`config.mk`:
```
export PLATFORM = sky130hd
export DESIGN_NAME = nic_csr_bank
export DESIGN_NICKNAME = d
export VERILOG_FILES = /design/src/rtl/nic_csr_pkg.sv /design/src/rtl/nic_csr_ctrl.sv /design/src/rtl/nic_csr_data.sv /design/src/rtl/nic_csr_bank.sv
export SDC_FILE = /design/constraint.sdc
export NUM_CORES = 2
export LEC_CHECK = 0
export BUFFER_PORTS_ARGS = -buffer_cell sky130_fd_sc_hd__buf_2
export CORE_UTILIZATION = 40
export CTS_CLUSTER_DIAMETER = 40
export DETAILED_ROUTE_END_ITERATION = 8
export PLACE_DENSITY_LB_ADDON = 0.12
export SLEW_MARGIN = 0
export SYNTH_ARGS = -nofsm -noshare
export SYNTH_HDL_FRONTEND = slang
export SYNTH_SLANG_ARGS = --single-unit
```
`constraint.sdc`:
```
create_clock -name clk -period 5 [get_ports clk]
set_clock_uncertainty 0.2 [all_clocks]
set_input_delay 0.75 -clock clk [delete_from_list [all_inputs] [get_ports clk]]
set_output_delay 0.75 -clock clk [all_outputs]
set_load 0.01 [all_outputs]
```
`src/rtl/nic_csr_pkg.sv`:
```
package nic_csr_pkg;

  localparam int unsigned REG_W = 16;

  // register addresses
  localparam int ADR_CMD    = 0;
  localparam int ADR_CFG    = 1;
  localparam int ADR_RXCTL  = 2;
  localparam int ADR_TXCTL  = 3;
  localparam int ADR_IMASK  = 4;
  localparam int ADR_ISTAT  = 5;
  localparam int ADR_RSTART = 8;
  localparam int ADR_REND   = 9;
  localparam int ADR_RDPTR  = 10;
  localparam int ADR_WRPTR  = 11;
  localparam int ADR_EOB    = 12;
  localparam int ADR_TCRC   = 16;
  localparam int ADR_TMISS  = 18;
  localparam int ADR_REV    = 20;
  localparam int ADR_CAM0   = 21;
  localparam int ADR_CAM2   = 23;
  localparam int ADR_TIMER  = 24;
  localparam int ADR_CFG2   = 31;

  // command bit positions
  localparam int CMD_HALT   = 0;
  localparam int CMD_TX     = 1;
  localparam int CMD_RXOFF  = 2;
  localparam int CMD_RXON   = 3;
  localparam int CMD_TSTOP  = 4;
  localparam int CMD_TSTART = 5;
  localparam int CMD_RST    = 7;
  localparam int CMD_RSRC   = 8;
  localparam int CMD_CAM    = 9;

  localparam logic [REG_W-1:0] CMD_MASK = 16'h03BF;
  localparam logic [REG_W-1:0] CMD_INIT = 16'h0094;
  localparam int STAT_BUFEX = 5;

  typedef enum logic [2:0] {
    WR_PLAIN, WR_MASK, WR_INV, WR_LOCKED, WR_NONE, WR_W1C, WR_CMD
  } wrRule_e;

  typedef struct packed {
    logic             regWe;
    logic [REG_W-1:0] regVal;
    logic [REG_W-1:0] statClr;
  } csrStrobe_t;

  function automatic wrRule_e ruleOf(input int a);
    if (a == ADR_CMD) return WR_CMD;
    if (a == ADR_ISTAT) return WR_W1C;
    if (a == ADR_CFG || a == ADR_CFG2) return WR_LOCKED;
    if (a == ADR_RXCTL || a == ADR_TXCTL || a == ADR_IMASK) return WR_MASK;
    if (a >= ADR_RSTART && a <= ADR_WRPTR) return WR_MASK;
    if (a >= ADR_TCRC && a <= ADR_TMISS) return WR_INV;
    if (a >= ADR_REV && a <= ADR_TIMER) return WR_NONE;
    return WR_PLAIN;
  endfunction

  function automatic logic [REG_W-1:0] maskOf(input int a);
    if (a == ADR_CFG) return 16'hBFFF;
    if (a == ADR_CFG2) return 16'hF017;
    if (a == ADR_RXCTL) return 16'hFFE0;
    if (a == ADR_TXCTL) return 16'hF000;
    if (a == ADR_IMASK) return 16'h7FFF;
    if (a >= ADR_RSTART && a <= ADR_WRPTR) return 16'hFFFE;
    return 16'hFFFF;
  endfunction

endpackage

```
`src/rtl/nic_csr_ctrl.sv`:
```
module nic_csr_ctrl
  import nic_csr_pkg::*;
#(
  parameter int unsigned ADDR_W = 6
) (
  input  logic              clk,
  input  logic              rstN,
  input  logic              wrEn,
  input  logic [ADDR_W-1:0] addr,
  input  logic [REG_W-1:0]  wrData,
  input  logic [REG_W-1:0]  statQ,
  input  logic              txDone,
  input  logic              rsrcDone,
  input  logic              camDone,
  output logic [REG_W-1:0]  cmdQ,
  output logic [REG_W-1:0]  cmdPulse,
  output logic              rereadPulse,
  output csrStrobe_t        strobe
);

  wrRule_e          rule;
  logic             resetMode;
  logic             cmdWr;
  logic [REG_W-1:0] accepted;
  logic [REG_W-1:0] cmdNext;
  logic [REG_W-1:0] pulseNext;

  assign rule      = ruleOf(int'(addr));
  assign resetMode = cmdQ[CMD_RST];
  assign cmdWr     = wrEn && (rule == WR_CMD);

  // write-rule decode into strobes for the datapath
  always_comb begin
    strobe = '0;
    case (rule)
      WR_PLAIN: begin
        strobe.regWe  = wrEn;
        strobe.regVal = wrData;
      end
      WR_MASK: begin
        strobe.regWe  = wrEn;
        strobe.regVal = wrData & maskOf(int'(addr));
      end
      WR_INV: begin
        strobe.regWe  = wrEn;
        strobe.regVal = ~wrData;
      end
      WR_LOCKED: begin
        strobe.regWe  = wrEn && resetMode;
        strobe.regVal = wrData & maskOf(int'(addr));
      end
      WR_W1C: begin
        if (wrEn) strobe.statClr = wrData & statQ;
      end
      default: ;
    endcase
  end

  // command register next state
  always_comb begin
    cmdNext   = cmdQ;
    pulseNext = '0;
    accepted  = '0;
    if (txDone)   cmdNext[CMD_TX]   = 1'b0;
    if (rsrcDone) cmdNext[CMD_RSRC] = 1'b0;
    if (camDone)  cmdNext[CMD_CAM]  = 1'b0;
    if (cmdWr) begin
      if (resetMode && !wrData[CMD_RST]) begin
        cmdNext[CMD_RST] = 1'b0;
      end else begin
        accepted  = wrData & CMD_MASK;
        pulseNext = accepted;
        cmdNext   = cmdNext | accepted;
        if (accepted[CMD_RXOFF])  cmdNext[CMD_RXON]   = 1'b0;
        if (accepted[CMD_RXON])   cmdNext[CMD_RXOFF]  = 1'b0;
        if (accepted[CMD_TSTOP])  cmdNext[CMD_TSTART] = 1'b0;
        if (accepted[CMD_TSTART]) cmdNext[CMD_TSTOP]  = 1'b0;
        if (accepted[CMD_RST]) begin
          cmdNext[CMD_CAM]   = 1'b0;
          cmdNext[CMD_RSRC]  = 1'b0;
          cmdNext[CMD_TX]    = 1'b0;
          cmdNext[CMD_HALT]  = 1'b0;
          cmdNext[CMD_RXOFF] = 1'b1;
        end
      end
    end
  end

  always_ff @(posedge clk or negedge rstN) begin
    if (!rstN) begin
      cmdQ        <= CMD_INIT;
      cmdPulse    <= '0;
      rereadPulse <= 1'b0;
    end else begin
      cmdQ        <= cmdNext;
      cmdPulse    <= pulseNext;
      rereadPulse <= strobe.statClr[STAT_BUFEX];
    end
  end

endmodule

```
`src/rtl/nic_csr_data.sv`:
```
module nic_csr_data
  import nic_csr_pkg::*;
#(
  parameter int unsigned      ADDR_W   = 6,
  parameter logic [REG_W-1:0] REV_CODE = 16'h0004,
  parameter logic [REG_W-1:0] EOB_INIT = 16'h02F8
) (
  input  logic              clk,
  input  logic              rstN,
  input  logic [ADDR_W-1:0] addr,
  input  csrStrobe_t        strobe,
  input  logic [REG_W-1:0]  statSet,
  input  logic              resetMode,
  input  logic [REG_W-1:0]  cmdQ,
  input  logic [REG_W-1:0]  camRdData,
  output logic [REG_W-1:0]  rdData,
  output logic              irq,
  output logic [REG_W-1:0]  statQ,
  output logic [REG_W-1:0]  ringStart,
  output logic [REG_W-1:0]  ringEnd,
  output logic [REG_W-1:0]  rdPtr,
  output logic [REG_W-1:0]  wrPtr
);

  localparam int unsigned NUM_REGS  = 1 << ADDR_W;
  localparam int unsigned RING_REGS = ADR_WRPTR - ADR_RSTART + 1;

  logic [REG_W-1:0] regQ [NUM_REGS];
  logic [REG_W-1:0] ringQ [RING_REGS];

  function automatic logic [REG_W-1:0] initOf(input int i);
    return (i == ADR_EOB) ? EOB_INIT : '0;
  endfunction

  always_ff @(posedge clk or negedge rstN) begin
    if (!rstN) begin
      for (int i = 0; i < NUM_REGS; i++) regQ[i] <= initOf(i);
    end else begin
      for (int i = 0; i < NUM_REGS; i++) begin
        if (i == ADR_ISTAT) begin
          // engine sets win over a same-cycle software clear
          regQ[i] <= (regQ[i] & ~strobe.statClr) | statSet;
        end else if (strobe.regWe && (addr == ADDR_W'(i))) begin
          regQ[i] <= strobe.regVal;
        end
      end
    end
  end

  genvar g;
  generate
    for (g = 0; g < RING_REGS; g++) begin : g_ring
      assign ringQ[g] = regQ[ADR_RSTART + g];
    end
  endgenerate

  assign ringStart = ringQ[0];
  assign ringEnd   = ringQ[1];
  assign rdPtr     = ringQ[2];
  assign wrPtr     = ringQ[3];
  assign statQ     = regQ[ADR_ISTAT];
  assign irq       = |(regQ[ADR_IMASK] & regQ[ADR_ISTAT]);

  always_comb begin
    if (int'(addr) == ADR_CMD) begin
      rdData = cmdQ;
    end else if (int'(addr) == ADR_REV) begin
      rdData = REV_CODE;
    end else if (int'(addr) >= ADR_CAM0 && int'(addr) <= ADR_CAM2) begin
      rdData = resetMode ? camRdData : '0;
    end else if (int'(addr) == ADR_TIMER) begin
      rdData = '0;
    end else begin
      rdData = regQ[addr];
    end
  end

endmodule

```
`src/rtl/nic_csr_bank.sv`:
```
module nic_csr_bank
  import nic_csr_pkg::*;
#(
  parameter int unsigned      ADDR_W   = 6,
  parameter logic [REG_W-1:0] REV_CODE = 16'h0004,
  parameter logic [REG_W-1:0] EOB_INIT = 16'h02F8
) (
  input  logic              clk,
  input  logic              rstN,
  input  logic              wrEn,
  input  logic [ADDR_W-1:0] addr,
  input  logic [15:0]       wrData,
  output logic [15:0]       rdData,
  input  logic [15:0]       statSet,
  input  logic              txDone,
  input  logic              rsrcDone,
  input  logic              camDone,
  input  logic [15:0]       camRdData,
  output logic              irq,
  output logic [15:0]       cmdPulse,
  output logic              rereadPulse,
  output logic [15:0]       ringStart,
  output logic [15:0]       ringEnd,
  output logic [15:0]       rdPtr,
  output logic [15:0]       wrPtr
);

  csrStrobe_t       strobe;
  logic [REG_W-1:0] cmdQ;
  logic [REG_W-1:0] statQ;

  nic_csr_ctrl #(.ADDR_W(ADDR_W)) u_ctrl (
    .clk(clk), .rstN(rstN), .wrEn(wrEn), .addr(addr), .wrData(wrData),
    .statQ(statQ), .txDone(txDone), .rsrcDone(rsrcDone), .camDone(camDone),
    .cmdQ(cmdQ), .cmdPulse(cmdPulse), .rereadPulse(rereadPulse),
    .strobe(strobe)
  );

  nic_csr_data #(.ADDR_W(ADDR_W), .REV_CODE(REV_CODE), .EOB_INIT(EOB_INIT)) u_data (
    .clk(clk), .rstN(rstN), .addr(addr), .strobe(strobe), .statSet(statSet),
    .resetMode(cmdQ[CMD_RST]), .cmdQ(cmdQ), .camRdData(camRdData),
    .rdData(rdData), .irq(irq), .statQ(statQ), .ringStart(ringStart),
    .ringEnd(ringEnd), .rdPtr(rdPtr), .wrPtr(wrPtr)
  );

endmodule

```
Word level (Yosys, flattened, before mapping)

Index checks and enable logic that the tools add are counted.

$lt $le $gt $ge: 9
Equal/unequal tests: 75
Muxes and demuxes: 149
Bitwise operators: 11
Reduce and logical (&&, ||, !) cells: 79

Operators by type and width:

| kind                                                                                 | count |
|---|---|
| 16-bit 2-to-1 mux                                                                    | 41 |
| 6-bit == test (second input constant)                                                | 35 |
| 16-bit binary-select mux with 6-bit select                                           | 1 |
| 6-bit by 5-bit == test with 1-bit output (second input constant)                     | 16 |
| 1-bit 2-to-1 mux                                                                     | 83 |
| 16-bit bitwise AND                                                                   | 5 |
| 1-bit logical AND                                                                    | 70 |
| 17-bit one-hot mux with 4 select lines                                               | 1 |
| 6-bit by 4-bit == test with 1-bit output (second input constant)                     | 10 |
| 3-bit 2-to-1 mux                                                                     | 18 |
| 16-bit NOT                                                                           | 2 |
| 6-bit by 3-bit == test with 1-bit output (second input constant)                     | 5 |
| 10-bit 2-to-1 mux                                                                    | 2 |
| 6-bit by 2-bit == test with 1-bit output (second input constant)                     | 3 |
| 6-bit by 5-bit greater-or-equal comparator with 1-bit output (second input constant) | 3 |
| 6-bit by 5-bit less-or-equal comparator with 1-bit output (second input constant)    | 3 |
| 16-bit by 10-bit bitwise OR with 16-bit output                                       | 1 |
| 16-bit bitwise OR                                                                    | 1 |
| 16-bit OR reduction                                                                  | 1 |
| 6-bit zero test                                                                      | 2 |
| 7-bit greater-or-equal comparator (second input constant)                            | 1 |
| 7-bit 2-to-1 mux                                                                     | 1 |
| 6-bit NOT with 7-bit output                                                          | 1 |
| 3-bit by 2-bit == test with 1-bit output (second input constant)                     | 2 |
| other kinds (11)                                                                     | 15 |

Register bits after elaboration: 1057
Bits of input ports: 60
Output and inout port bits: 98

Logic depth before layout (Yosys ltp)

Depth in word-level cells: 62
Mapped depth: 12
Gate-level depth less buffers: 6

By module

Synthesis repeated with hierarchy kept, for this count alone.

Cells, all modules: 3128
Area, all modules: 45859.0 um^2

By module, submodules not included:

| module       | instances | cells an instance | area each (um^2) |
|---|---|---|---|
| nic_csr_data | 1         | 2923              | 44168.6 |
| nic_csr_ctrl | 1         | 205               | 1690.4 |

Worst setup path before layout

Ideal clock, no wire load.

Path kind: input to output
Start point: input addr[2]
End point: output rdData[5]
Data arrival time: 2483 ps
Data required time: 4050 ps
Path slack: 1567 ps
Stages: 8
Cells stage by stage: buf_4 buf_4 buf_4 buf_2 mux4_2 mux4_2 a32oi_1 nand3_1

Cells in the longest elaborated chain, start to end: 8
Elaborated cells between the ends (all ways): 14
Those cells by class: order compare (2); eq/ne (2); mux (7); bitwise (1); reduce/logical (2)

Ends and longest elaborated chain:

| element                                               | line               | RTL |
|---|---|---|
| start: declaration                                    | nic_csr_bank.sv:11 | `input logic [ADDR_W-1:0] addr,` |
| 6-bit NOT with 7-bit output (not written as such)     | nic_csr_data.sv:74 | `rdData = regQ[addr];` |
| 16-bit binary-select mux with 6-bit select            | nic_csr_data.sv:74 |  |
| 16-bit 2-to-1 mux (not written as such) (2 in series) | nic_csr_data.sv:74 |  |
| 16-bit 2-to-1 mux                                     | nic_csr_data.sv:71 | `end else if (int'(addr) == ADR_TIMER) begin` |
| 16-bit 2-to-1 mux                                     | nic_csr_data.sv:69 | `end else if (int'(addr) >= ADR_CAM0 && int'(addr) <= ADR_CAM2) begin` |
| 16-bit 2-to-1 mux                                     | nic_csr_data.sv:67 | `end else if (int'(addr) == ADR_REV) begin` |
| 16-bit 2-to-1 mux (*)                                 | nic_csr_data.sv:65 | `if (int'(addr) == ADR_CMD) begin` |
| end: declaration                                      | nic_csr_bank.sv:13 | `output logic [15:0] rdData,` |

Mark *: on every way between the ends. The rest lies on a longest branch, timed or not. The select of a mux whose other input is x is not followed.

Final worst setup path

Start point: input addr[4]
End point: output rdData[12]

The elaborated chain is that of the path after synthesis.

==> flow_summary.yaml <==
setup_path:
  rrSetupSlack_ns: 3.15
  crit_family: "compound AO/OA/AOI/OAI gates"
  required_ns: 4.05
  crit_fanout: 15
  cpMaxStageDelayCell: "nor2_1"
  crit_buf_inv: 3
  arrival_ns: 3.76
  criticalPathCategory: "in -> out"
  cp-start-kind: "input pin"
  critPathMaxStageDelay_ns: 0.62
  crit_path_end_kind: "output pin"
  crit_chain: "buf_2 -> buf_4 -> nand2b_1 -> nor2_1 -> a22oi_1 -> a21oi_1 -> a211oi_1 -> o21ai_1 -> buf_2"
  cp_common_cell: "buf_2"
clock_network:
  clk_latency_ns: 0.73
  clk_pin_slew_ns: 0.06
  cts_tree: "built"
  cts_max_path_buffers: 3
  cts_root_buffer: "clkbuf_16"
  post_cts_resized: 0
  cts_sinks: 1036
  h-tree-depth: 4
  cts_made_buffers: 147
floorplan:
  num_io_pins: 158
  start_util_pct: 40.4
  die_h_um: 342
  die-area_sq_um: 117000
  num_rows: 124
  core-area_sq_um: 114000
  die_w_um: 342
global_route:
  antenna_found_initial: 9
  grt_pass1_wl_mm: 224
  grt_remaining_overflow: 0
  grt_util_all_layers_pct: 26.1
  grt_max_degree: 115
  grt_pass1_vias: 32700
cells_and_area:
  final_layout_size_suffix_gt1_share_pct: 18.5
  nets: 4388
  synthToLayoutAreaGrowth_pct: 15.5
  final_util_pct: 46.6
yosys:
  yosysTopAreaCell: "dfrtp_1"
  synth_warnings: 0
  yosys_register_bits: 1036
  ys_seq_area_share_pct: 56.2
  syn-cell-area_sq_um: 46200
  postSynthAreaPerCell_sq_um: 10.6
  ys_types: 70
  yosysTopAreaCellShare_pct: 55.7
  synth_edf_count: 0
  synthTopCellsByArea: "dfrtp_1 56%, nand2_1 8.2%, mux4_2 8.1%"
  synth_cells: 4363
  ys.flop_type: "dfrtp_1"
  async_flop_share_pct: 100
sta:
  period_needed_ns: 4.71
  worst_pin_slew_ns: 0.992
  tns_ns: 0
  rsz0062_at_grt: "false"
  setup_viol: 0
  fmax_ghz: 0.212
  hold_violations: 0
  maxSlewHeadroom_pct: 33.9
  finalCritPeriodShare_pct: 94.2
  slew_violations: 0
place:
  portBuffers: 150
  hpwl_mm: 98.3
  gp_congestion: 0.894
routing:
  drc_errors: 0
  wire_per_inst_um: 25.1
  routed_wl_mm: 150
  num_vias: 32600
  first_pass_iters: 6
  drtAntennaViolNets: 0
  first_iter_violations: 2389
  vias_per_cell: 5.46
outcome:
  outcome: "complete, no violations"
power:
  vdd_drop_max_uv: 315
  p_per_area_nw_per_um2: 439
  p_leak_uw: 0.0244
job:
  cap_violations: 0
hold_path:
  min_path_type: "in -> reg"
[path summary, 6_finish.rpt]
check,startpoint,endpoint,depth (start not counted)
hold / removal,statSet[14],u_data.statQ[14]$_DFF_PN0_,2
min in group asynchronous,rstN,u_data.regQ[786]$_DFFE_PN0P_,2
setup reg to reg,u_ctrl.cmdQ[7]$_DFFE_PN1P_,u_ctrl.cmdQ[3]$_DFFE_PN0P_,6
max in group asynchronous,rstN,u_data.regQ[131]$_DFFE_PN0P_,3
hold reg to reg,u_data.regQ[671]$_DFFE_PN0P_,u_data.regQ[671]$_DFFE_PN0P_,0
setup / recovery,addr[4],rdData[12],9
[layer usage]
layer / vias up / share of wire, % / global-route usage [%]
met4: 10 / 3.2 / 8.51
met5: - / 0.044 / 0
met3: 267 / 6.8 / 6.03
li1: 15100 / - / -
met1: 16300 / 44 / 36.0
met2: 937 / 46 / 40.5
[flip-flops by register name, indices dropped and copies added, names as in the netlist]
signal	count
u_data.wrPtr	16
u_data.regQ	937
u_data.ringEnd	16
u_data.statQ	16
u_ctrl.rereadPulse	1
u_data.rdPtr	16
u_ctrl.cmdQ	9
u_data.ringStart	16
u_ctrl.cmdPulse	9
[worst register-to-register path, stage by stage, from the launching register on]
cell and delay [ns]:
dfstp_2 0.68, inv_1 0.21, nor2_1 0.12, nor3_1 0.05, buf_4 0.22, and2_1 0.21, nor2_1 0.11
[final cells by class]
class                   count  area, sq um
fillers                 10600        61000
flip-flops and latches   1036        25900
multi-input cells        2768        17500
clock buffers             179         4070
repair buffers            347         2760
well taps                1512         1890
clock inverters            90         1090
inverters                  28          105
diodes                      6         15.0
[cells in the mapped netlist, types with 4 or more instances]
library cell  instances
mux2_2               25
nand2b_1              6
dfstp_2               9
a21o_1               16
nor2b_1              20
o211ai_1              9
mux2i_1             206
o21ai_1             369
clkbuf_1            306
a211o_1               7
clkbuf_2             15
a22o_1               14
a32oi_1               4
nand4_1               7
a221oi_1             11
o21ai_0             523
mux4_2              166
nand3_1              37
and2_1               36
buf_4               100
inv_1                26
nor2_1               56
dfrtp_1            1027
buf_6                30
a21oi_1              50
a31oi_1              15
a22oi_1              82
buf_2                82
o22ai_1              18
nand2_1            1005
o31ai_1               6
and3_1                4
o221ai_1              5
nor3_1               16
[where the power goes]
group | internal (uW) | switching (uW) | leakage, uW | total [uW]
Combinational | 1090 | 1660 | 0.00801 | 2750
Sequential | 9320 | 519 | 0.0138 | 9840
Clock | 6820 | 4020 | 0.00253 | 10800
[metrics by stage]
stage                     power, uW  setup WS, ns  instances  hold WS [ns]  instance area, sq um
after CTS                     23600         0.503       5960        0.0160                 53300
after global placement        12700         0.478       5675         0.160                 48000
after global routing          24400         0.164       5960        0.0315                 53300
after detailed placement      12700         0.504       5675         0.162                 48000
after floorplan               11600          1.57       4369         0.224                 46200
final                         23400         0.290       5966        0.0573                 53300
[cell usage in the layout, fill, tap and decap left out, types with 16 or more instances in the layout]
| master | Yosys | final |
|---|---|---|
| a21o_1 | 16 | 16 |
| inv_1 | 26 | 26 |
| nor2b_1 | 20 | 18 |
| dfrtp_1 | 1027 | 1027 |
| a21oi_1 | 50 | 50 |
| nor2_1 | 56 | 54 |
| o21ai_0 | 523 | 523 |
| a22oi_1 | 82 | 82 |
| bufinv_16 | 0 | 19 |
| mux2i_1 | 206 | 206 |
| o21ai_1 | 369 | 369 |
| nand2_1 | 1005 | 1003 |
| clkinv_2 | 0 | 28 |
| and2_1 | 36 | 35 |
| nand3_1 | 37 | 37 |
| o22ai_1 | 18 | 18 |
| clkbuf_16 | 0 | 153 |
| buf_12 | 1 | 37 |
| buf_2 | 82 | 146 |
| mux2_2 | 25 | 25 |
| buf_4 | 100 | 145 |
| mux4_2 | 166 | 166 |
| dlygate4sd3_1 | 0 | 16 |
[what timing repair did]
action | CTS | global route
buffers inserted | 0 | 0
endpoints found under the hold margin | 76 | 0
hold buffers | 16 | 0
[cell families after synthesis]
kind of cell	count (synthesis)	share of synthesized area, %
muxes	397	13.2
buffers and inverters	565	6.19
other	1	0.00812
xor gates and xnor gates	2	0.0380
DFF	1036	56.2
AOI/OAI and AO/OA	1161	14.0
and+or+nand+nor	1201	10.4
Note: power is estimated with default switching activity, not from simulation.
